[src/rtl/tx_pkg.sv]
// Package tx_pkg: shared widths, mode codes, coefficient constants and the
// shift-add constant multiplier used by the transform datapath.
// Assumes constants fit in 16 bits; all arithmetic is two's complement.
package tx_pkg;
    localparam int LANES    = 8;
    localparam int HALF     = LANES / 2;
    localparam int ACC_W    = 32;
    localparam int FRAC     = 7;
    localparam int K_UNIT   = 1 << FRAC;
    localparam int HALF_LSB = 1 << (FRAC - 1);

    typedef enum logic [1:0] {
        MODE_DCT8 = 2'd0,
        MODE_INT8 = 2'd1,
        MODE_INT4 = 2'd2,
        MODE_INT4B = 2'd3
    } tx_mode_e;

    typedef logic signed [ACC_W-1:0] acc_t;

    // Odd-row constants c1,c3,c5,c7 in Q7: sqrt(2)*cos(k*pi/16)
    localparam int KO_DCT [HALF] = '{178, 151, 101, 35};
    // Odd-row constants 12,10,6,3 scaled to Q7
    localparam int KO_INT [HALF] = '{1536, 1280, 768, 384};
    // Even constants: DC gain, cos(pi/8) term, cos(3pi/8) term, in Q7
    localparam int KE_DCT [3] = '{128, 167, 69};
    localparam int KE_INT [3] = '{1024, 1024, 512};

    // Multiply by a constant with shifts and adds only; k is an elaboration constant
    function automatic acc_t cmul(input acc_t x, input int k);
        acc_t        r;
        int unsigned m;
        r = '0;
        m = (k < 0) ? int'(-k) : k;
        for (int b = 0; b < 16; b++) begin
            if (m[b]) r = r + (x <<< b);
        end
        return (k < 0) ? -r : r;
    endfunction

    // Four-term constant dot product used by the odd rows
    function automatic acc_t dot4(input acc_t q0, input acc_t q1, input acc_t q2,
                                  input acc_t q3, input int k0, input int k1,
                                  input int k2, input int k3);
        return cmul(q0, k0) + cmul(q1, k1) + cmul(q2, k2) + cmul(q3, k3);
    endfunction
endpackage

[src/rtl/tx_butterfly.sv]
// Module tx_butterfly: first pipeline stage. Forms sums and differences of
// lane pairs. For 8-point modes lane j pairs with lane 7-j; for 4-point modes
// the pairs are (0,3),(1,2),(4,7),(5,6). Registers results and the mode.
// Assumes in_data lanes are signed W_IN-bit values.
module tx_butterfly
    import tx_pkg::*;
#(
    parameter int W_IN = 9
) (
    input  logic                      clk,
    input  logic                      rst_n,
    input  logic                      in_valid,
    input  logic [1:0]                in_mode,
    input  logic [LANES*W_IN-1:0]     in_data,
    output logic                      bf_valid,
    output logic [1:0]                bf_mode,
    output logic [HALF*(W_IN+1)-1:0]  bf_sum,
    output logic [HALF*(W_IN+1)-1:0]  bf_dif
);
    localparam int P_W = W_IN + 1;

    logic signed [W_IN-1:0] lane [LANES];

    for (genvar g = 0; g < LANES; g++) begin : g_lane
        assign lane[g] = in_data[g*W_IN +: W_IN];
    end

    // Purpose: carry valid and mode alongside the data
    always_ff @(posedge clk) begin
        if (!rst_n) begin
            bf_valid <= 1'b0;
            bf_mode  <= MODE_DCT8;
        end else begin
            bf_valid <= in_valid;
            if (in_valid) bf_mode <= in_mode;
        end
    end

    for (genvar j = 0; j < HALF; j++) begin : g_pair
        localparam int LO8 = j;
        localparam int HI8 = LANES - 1 - j;
        localparam int LO4 = (j < 2) ? j : j + 2;
        localparam int HI4 = (j < 2) ? 3 - j : 9 - j;

        logic signed [W_IN-1:0] x_lo, x_hi;
        logic signed [P_W-1:0]  s_q, d_q;

        // Purpose: pick the partner lanes for this butterfly by transform length
        always_comb begin
            if (in_mode[1]) begin
                x_lo = lane[LO4];
                x_hi = lane[HI4];
            end else begin
                x_lo = lane[LO8];
                x_hi = lane[HI8];
            end
        end

        // Purpose: register the pair sum and difference on a valid input
        always_ff @(posedge clk) begin
            if (!rst_n) begin
                s_q <= '0;
                d_q <= '0;
            end else if (in_valid) begin
                s_q <= P_W'(x_lo) + P_W'(x_hi);
                d_q <= P_W'(x_lo) - P_W'(x_hi);
            end
        end

        assign bf_sum[j*P_W +: P_W] = s_q;
        assign bf_dif[j*P_W +: P_W] = d_q;

        // pairing follows the registered mode's transform length
        p_pair_lo_r1: assert property (@(posedge clk) disable iff (!rst_n)
            bf_valid |-> (int'(s_q) + int'(d_q) ==
                2 * (bf_mode[1] ? int'($past(lane[LO4])) : int'($past(lane[LO8])))))
            else $error("pair low lane mismatch");
        p_pair_hi_r1: assert property (@(posedge clk) disable iff (!rst_n)
            bf_valid |-> (int'(s_q) - int'(d_q) ==
                2 * (bf_mode[1] ? int'($past(lane[HI4])) : int'($past(lane[HI8])))))
            else $error("pair high lane mismatch");
    end
endmodule

[src/rtl/tx_kernel.sv]
// Module tx_kernel: second pipeline stage. Applies the even and odd constant
// networks for the selected mode to the butterfly outputs and registers
// eight Q7 accumulators. All constant products are shift-add trees.
// Assumes bf_sum/bf_dif lanes are signed P_W-bit values.
module tx_kernel
    import tx_pkg::*;
#(
    parameter int P_W = 10
) (
    input  logic                    clk,
    input  logic                    rst_n,
    input  logic                    bf_valid,
    input  logic [1:0]              bf_mode,
    input  logic [HALF*P_W-1:0]     bf_sum,
    input  logic [HALF*P_W-1:0]     bf_dif,
    output logic                    kn_valid,
    output logic [1:0]              kn_mode,
    output logic [LANES*ACC_W-1:0]  kn_acc
);
    acc_t sv [HALF];
    acc_t dv [HALF];
    acc_t e0, e1, e2, e3;
    acc_t r_dct [LANES];
    acc_t r_i8  [LANES];
    acc_t r_i4  [LANES];
    acc_t r_sel [LANES];
    acc_t acc_q [LANES];

    for (genvar g = 0; g < HALF; g++) begin : g_unpack
        assign sv[g] = ACC_W'($signed(bf_sum[g*P_W +: P_W]));
        assign dv[g] = ACC_W'($signed(bf_dif[g*P_W +: P_W]));
    end

    // Purpose: evaluate all three constant networks and select by mode
    always_comb begin
        e0 = sv[0] + sv[3];
        e1 = sv[1] + sv[2];
        e2 = sv[0] - sv[3];
        e3 = sv[1] - sv[2];

        r_dct[0] = cmul(e0 + e1, KE_DCT[0]);
        r_dct[4] = cmul(e0 - e1, KE_DCT[0]);
        r_dct[2] = cmul(e2, KE_DCT[1]) + cmul(e3, KE_DCT[2]);
        r_dct[6] = cmul(e2, KE_DCT[2]) - cmul(e3, KE_DCT[1]);
        r_dct[1] = dot4(dv[0], dv[1], dv[2], dv[3],  KO_DCT[0],  KO_DCT[1],  KO_DCT[2],  KO_DCT[3]);
        r_dct[3] = dot4(dv[0], dv[1], dv[2], dv[3],  KO_DCT[1], -KO_DCT[3], -KO_DCT[0], -KO_DCT[2]);
        r_dct[5] = dot4(dv[0], dv[1], dv[2], dv[3],  KO_DCT[2], -KO_DCT[0],  KO_DCT[3],  KO_DCT[1]);
        r_dct[7] = dot4(dv[0], dv[1], dv[2], dv[3],  KO_DCT[3], -KO_DCT[2],  KO_DCT[1], -KO_DCT[0]);

        r_i8[0] = cmul(e0 + e1, KE_INT[0]);
        r_i8[4] = cmul(e0 - e1, KE_INT[0]);
        r_i8[2] = cmul(e2, KE_INT[1]) + cmul(e3, KE_INT[2]);
        r_i8[6] = cmul(e2, KE_INT[2]) - cmul(e3, KE_INT[1]);
        r_i8[1] = dot4(dv[0], dv[1], dv[2], dv[3],  KO_INT[0],  KO_INT[1],  KO_INT[2],  KO_INT[3]);
        r_i8[3] = dot4(dv[0], dv[1], dv[2], dv[3],  KO_INT[1], -KO_INT[3], -KO_INT[0], -KO_INT[2]);
        r_i8[5] = dot4(dv[0], dv[1], dv[2], dv[3],  KO_INT[2], -KO_INT[0],  KO_INT[3],  KO_INT[1]);
        r_i8[7] = dot4(dv[0], dv[1], dv[2], dv[3],  KO_INT[3], -KO_INT[2],  KO_INT[1], -KO_INT[0]);

        for (int h = 0; h < 2; h++) begin
            r_i4[4*h+0] = cmul(sv[2*h] + sv[2*h+1], K_UNIT);
            r_i4[4*h+1] = cmul((dv[2*h] <<< 1) + dv[2*h+1], K_UNIT);
            r_i4[4*h+2] = cmul(sv[2*h] - sv[2*h+1], K_UNIT);
            r_i4[4*h+3] = cmul(dv[2*h] - (dv[2*h+1] <<< 1), K_UNIT);
        end

        for (int k = 0; k < LANES; k++) begin
            case (bf_mode)
                MODE_DCT8: r_sel[k] = r_dct[k];
                MODE_INT8: r_sel[k] = r_i8[k];
                default:   r_sel[k] = r_i4[k];
            endcase
        end
    end

    // Purpose: carry valid and mode to the rounding stage
    always_ff @(posedge clk) begin
        if (!rst_n) begin
            kn_valid <= 1'b0;
            kn_mode  <= MODE_DCT8;
        end else begin
            kn_valid <= bf_valid;
            if (bf_valid) kn_mode <= bf_mode;
        end
    end

    for (genvar g = 0; g < LANES; g++) begin : g_acc
        // Purpose: register the selected accumulator of this lane
        always_ff @(posedge clk) begin
            if (!rst_n)        acc_q[g] <= '0;
            else if (bf_valid) acc_q[g] <= r_sel[g];
        end

        assign kn_acc[g*ACC_W +: ACC_W] = acc_q[g];

        // integer modes leave no fractional bits in the accumulator
        p_int_exact_r2: assert property (@(posedge clk) disable iff (!rst_n)
            (kn_valid && kn_mode != MODE_DCT8) |-> (acc_q[g][FRAC-1:0] == '0))
            else $error("integer mode accumulator has fraction");
    end
endmodule

[src/rtl/tx_round.sv]
// Module tx_round: third pipeline stage. Rounds each Q7 accumulator to the
// nearest integer (half rounds up) and registers the W_OUT-bit result.
// Holds the output register when no result is valid.
module tx_round
    import tx_pkg::*;
#(
    parameter int W_OUT = 16
) (
    input  logic                    clk,
    input  logic                    rst_n,
    input  logic                    kn_valid,
    input  logic [1:0]              kn_mode,
    input  logic [LANES*ACC_W-1:0]  kn_acc,
    output logic                    out_valid,
    output logic [LANES*W_OUT-1:0]  out_data
);
    acc_t rnd [LANES];

    // Purpose: output strobe register
    always_ff @(posedge clk) begin
        if (!rst_n) out_valid <= 1'b0;
        else        out_valid <= kn_valid;
    end

    for (genvar g = 0; g < LANES; g++) begin : g_rnd
        logic [W_OUT-1:0] o_q;

        assign rnd[g] = ($signed(kn_acc[g*ACC_W +: ACC_W]) + ACC_W'(HALF_LSB)) >>> FRAC;

        // Purpose: register the rounded coefficient on a valid accumulator
        always_ff @(posedge clk) begin
            if (!rst_n)        o_q <= '0;
            else if (kn_valid) o_q <= rnd[g][W_OUT-1:0];
        end

        assign out_data[g*W_OUT +: W_OUT] = o_q;

        // integer-mode results fit the output width
        p_no_overflow_r8: assert property (@(posedge clk) disable iff (!rst_n)
            (kn_valid && kn_mode != MODE_DCT8) |->
                (rnd[g] >= -(acc_t'(1) <<< (W_OUT-1)) && rnd[g] < (acc_t'(1) <<< (W_OUT-1))))
            else $error("integer result exceeds output width");
    end

    // output register holds while no result is emitted
    p_hold_r6: assert property (@(posedge clk) disable iff (!rst_n)
        !out_valid |-> $stable(out_data))
        else $error("output changed without a valid result");
endmodule

[src/rtl/tx1d_core.sv]
// Module tx1d_core: top of the reconfigurable shift-add 1-D transform.
// Three-stage pipeline: butterfly, constant network, rounding. Fixed latency
// of three cycles in every mode, one vector per cycle, no backpressure.
module tx1d_core
    import tx_pkg::*;
#(
    parameter int W_IN  = 9,
    parameter int W_OUT = 16
) (
    input  logic                    clk,
    input  logic                    rst_n,
    input  logic                    in_valid,
    input  logic [1:0]              in_mode,
    input  logic [LANES*W_IN-1:0]   in_data,
    output logic                    out_valid,
    output logic [LANES*W_OUT-1:0]  out_data
);
    localparam int P_W = W_IN + 1;

    logic                    bf_valid, kn_valid;
    logic [1:0]              bf_mode, kn_mode;
    logic [HALF*P_W-1:0]     bf_sum, bf_dif;
    logic [LANES*ACC_W-1:0]  kn_acc;

    tx_butterfly #(.W_IN(W_IN)) u_bfly (
        .clk(clk), .rst_n(rst_n),
        .in_valid(in_valid), .in_mode(in_mode), .in_data(in_data),
        .bf_valid(bf_valid), .bf_mode(bf_mode), .bf_sum(bf_sum), .bf_dif(bf_dif)
    );

    tx_kernel #(.P_W(P_W)) u_kern (
        .clk(clk), .rst_n(rst_n),
        .bf_valid(bf_valid), .bf_mode(bf_mode), .bf_sum(bf_sum), .bf_dif(bf_dif),
        .kn_valid(kn_valid), .kn_mode(kn_mode), .kn_acc(kn_acc)
    );

    tx_round #(.W_OUT(W_OUT)) u_rnd (
        .clk(clk), .rst_n(rst_n),
        .kn_valid(kn_valid), .kn_mode(kn_mode), .kn_acc(kn_acc),
        .out_valid(out_valid), .out_data(out_data)
    );

    // output strobe follows the input strobe by exactly three cycles
    p_latency_r5: assert property (@(posedge clk) disable iff (!rst_n)
        out_valid == $past(in_valid, 3))
        else $error("valid latency mismatch");
endmodule

[config.mk]
export PLATFORM = sky130hd
export DESIGN_NAME = tx1d_core
export DESIGN_NICKNAME = d
export VERILOG_FILES = /design/src/rtl/tx_pkg.sv /design/src/rtl/tx_butterfly.sv /design/src/rtl/tx_kernel.sv /design/src/rtl/tx_round.sv /design/src/rtl/tx1d_core.sv
export SDC_FILE = /design/constraint.sdc
export NUM_CORES = 2
export LEC_CHECK = 0
export BUFFER_PORTS_ARGS = -buffer_cell sky130_fd_sc_hd__buf_4
export CAP_MARGIN = 20
export CORE_MARGIN = 8
export CORE_UTILIZATION = 42
export CTS_CLUSTER_DIAMETER = 40
export DETAILED_ROUTE_END_ITERATION = 10
export GPL_TIMING_DRIVEN = 0
export HOLD_SLACK_MARGIN = 0.06
export PLACE_DENSITY_LB_ADDON = 0.25
export SYNTH_ARGS = -nofsm -noshare
export SYNTH_HDL_FRONTEND = slang
export SYNTH_SLANG_ARGS = --single-unit
[constraint.sdc]
create_clock -name clk -period 8 [get_ports clk]
set_clock_uncertainty 0.2 [all_clocks]
set_input_delay 1.2 -clock clk [delete_from_list [all_inputs] [get_ports clk]]
set_output_delay 1.2 -clock clk [all_outputs]
set_load 0.005 [all_outputs]
==> metrics <==
Die H=377.9 um; DP Area=59,700 sq um; crit-path leading delay family=adder cells; Clock Tree Buf Depth=3; FFs w/ async S/R, synth=0%; Hold Fails Final Rpt=0; vias in the first global route=45,890; port bufs=204; status=finished, final reports clean; unrepaired setup endpoints after global routing=yes; Distinct cells, synth=86; wire per inst=28.25 um; Max Fclk=125.2 MHz; Worst EP required=8130 ps; DRC viols=0; Syn Nets=7,387; relative slew slack=11.10%; largest net degree at the start of global routing=59; Syn Area/Cell=9.371 sq um; Synth Instances=5,871; share of cells above drive strength 1=12.38%; hpwl dp=184,800 um; number of synthesized register bits=343; Post-synth EDFFs=134; CP max stage cell=dfxtp_4; starting density of the core=42.06%; fin crit period=7989 ps; pre-CTS setup slack=-2602 ps; Rows=133; WP buf/inv=9; final period utilization=99.86%; antenna violations before repair=12; Final ANT Viol Nets=0; Critical Path Fanout Max=15; insertion delay of the later-clocked pin in the worst-skew pair=640 ps; hold_ws=271.9 ps; post-synth top area share=24.56%; max-slew violations=0; htree depth=2; final worst setup slack=11.08 ps; finished layout cell area=63,940 sq um; post-synth top area cell=fa_1; CP max stage delay=630 ps; largest cells by area after synthesis=fa_1 (25%), ha_1 (17%), dfxtp_1 (7.6%), edfxtp_1 (7.3%), xnor2_1 (5.7%); Syn Std Cell Area=55,020 sq um; Core Region=130,800 sq um; main flop type after synthesis=dfxtp_1; # nets final=7,824; clock sink total=343; Remaining Overflow, GRT=0; CTS root buf=clkbuf_16; crit end category=register; max_cap viols=0; Pre-antenna DRT Iters=7; final setup fails=0; Startpoint Class=register; CTS tree=done; routability cong.=1.038; first-pass GRT wire length=324,500 um; die span in x=377.9 um; die area=142,800 sq um; area delta synth->final=16.22%; Slew @ Worst Pin=1333 ps; Total Routing Usage GR=31.32%; DP Cell Count=7,875; Vias=46,740; DR vias/cell=5.762; WS Path Type=reg -> reg; final wirelength=229,100 um; CP Data Arrival Time=8120 ps; Reg clk slew, reported paths=60 ps; IO Count=206; Num CTS Buffers=50; Finished Layout Cells=8,111; Detailed Route Iter0 Violations=4,655; Hold Path Class=reg -> reg; synth warn=0; post-synthesis sequential area ratio=14.92%
==> stage by stage <==
stage	TNS, ps	util [%]
finish	0	48.89
global route	-628.0	48.88
CTS	-86.08	48.18
detailed placement	-118110	45.65
global placement	-216220	44.93
floorplan	0	-
==> logic make-up (layout without fill, tap and decap cells) <==
family | count (synthesis) | count (layout) | share of synthesized area (%)
XOR/XNOR | 563 | 563 | 8.962
flip-flops | 343 | 343 | 14.92
adder cells (fa/ha/maj) | 1439 | 1439 | 41.93
multiplexers | 137 | 137 | 2.547
buffers and inverters | 978 | 1457 | 6.781
AO/OA/AOI/OAI | 1307 | 1307 | 15.43
other | 0 | 6 | 0
AND/OR/NAND/NOR | 1104 | 1104 | 9.424
==> state kept, by name (all words and copies together), names as in the netlist <==
signal and cells:
u_kern.kn_valid 1, u_bfly.bf_valid 1, u_kern.acc_q 134, u_bfly.g_pair.d_q 40
u_bfly.bf_mode 2, u_rnd.out_valid 1, u_rnd.g_rnd.o_q 128, u_bfly.g_pair.s_q 36
==> metal layers <==
| layer | vias up | share of wire [%] | track usage (%) |
|---|---|---|---|
| li1 | 20810 | - | - |
| met1 | 23230 | 42 | 42.71 |
| met2 | 2227 | 42 | 47.42 |
| met3 | 467 | 9.8 | 7.612 |
| met4 | 4 | 5.5 | 13.34 |
| met5 | - | 0.0087 | 0 |
==> cell usage after synthesis (24+ instances only) <==
| cell | n |
|---|---|
| inv_1 | 830 |
| ha_1 | 764 |
| fa_1 | 675 |
| nor2_1 | 427 |
| a21oi_1 | 379 |
| xnor2_1 | 358 |
| nand2_1 | 227 |
| o21ai_0 | 210 |
| dfxtp_1 | 209 |
| xor2_1 | 205 |
| a211oi_1 | 170 |
| edfxtp_1 | 134 |
| clkbuf_1 | 115 |
| mux2i_1 | 113 |
| o21bai_1 | 109 |
| a21o_1 | 99 |
| nor3_1 | 70 |
| nand2b_1 | 68 |
| nand3_1 | 67 |
| nor2b_1 | 61 |
| and3_1 | 48 |
| a31oi_1 | 46 |
| o21a_1 | 46 |
| or3_1 | 33 |
| o31ai_1 | 26 |
| buf_1 | 24 |
| mux2_2 | 24 |
==> worst min-delay path: stages (launching register included) <==
cell      delay, ps
edfxtp_1        320
mux2i_1          60
nor2_1           80
==> path summary, 6_finish.rpt <==
| path | cells after the start | start | endpoint | slack, ps |
|---|---|---|---|---|
| hold reg to reg | 2 | u_kern.acc_q[0][21]$_SDFFCE_PN0P_ | u_rnd.g_rnd[0].o_q[14]$_SDFFE_PN0P_ | 270 |
| setup / recovery | 29 | u_bfly.g_pair[1].d_q[9]$_SDFFE_PN0P_ | u_kern.acc_q[0][118]$_SDFFCE_PN0P_ | 10 |
| hold / removal | 2 | u_kern.acc_q[0][21]$_SDFFCE_PN0P_ | u_rnd.g_rnd[0].o_q[14]$_SDFFE_PN0P_ | 270 |
| setup reg to reg | 29 | u_bfly.g_pair[1].d_q[9]$_SDFFE_PN0P_ | u_kern.acc_q[0][118]$_SDFFCE_PN0P_ | 10 |
==> cell type report <==
cell class                 instances  area [sq um]
sequential                       343          8312
fill                           12510         66850
multi-input combinational       4550         44350
buffer                           145         606.8
inverter                         833          3189
timing repair buffer             385          3515
clock inverter                    35         419.2
tap                             1755          2196
antenna                            6         15.01
clock buffer                      59          1338
==> timing repair <==
action                                  4_1_cts  5_1_grt
endpoints found under the setup margin       91       64
pin swaps                                    66       73
hold buffers                                  0        0
setup buffers                                93       45
resized for setup                           154      113
==> placed cells by master (no fill, tap or decap), drive strengths merged, types with 24 or more instances in the layout <==
master	Yosys	layout
fa	675	675
clkbuf	121	180
dfxtp	209	209
nand2	227	227
mux2	24	24
a31oi	46	46
nor2	427	427
mux2i	113	113
a21o	101	101
a211oi	171	171
buf	24	409
edfxtp	134	134
o21ai	213	213
nand2b	69	69
o21a	46	46
nor3	70	70
inv	831	827
o31ai	26	26
and3	49	49
ha	764	764
o21bai	110	110
a21oi	383	383
nand3	67	67
or3	33	33
nor2b	61	61
xnor2	358	358
xor2	205	205
Power is not shown: default switching activity piles up to over one toggle a cycle in this logic, so the estimate is an artifact.
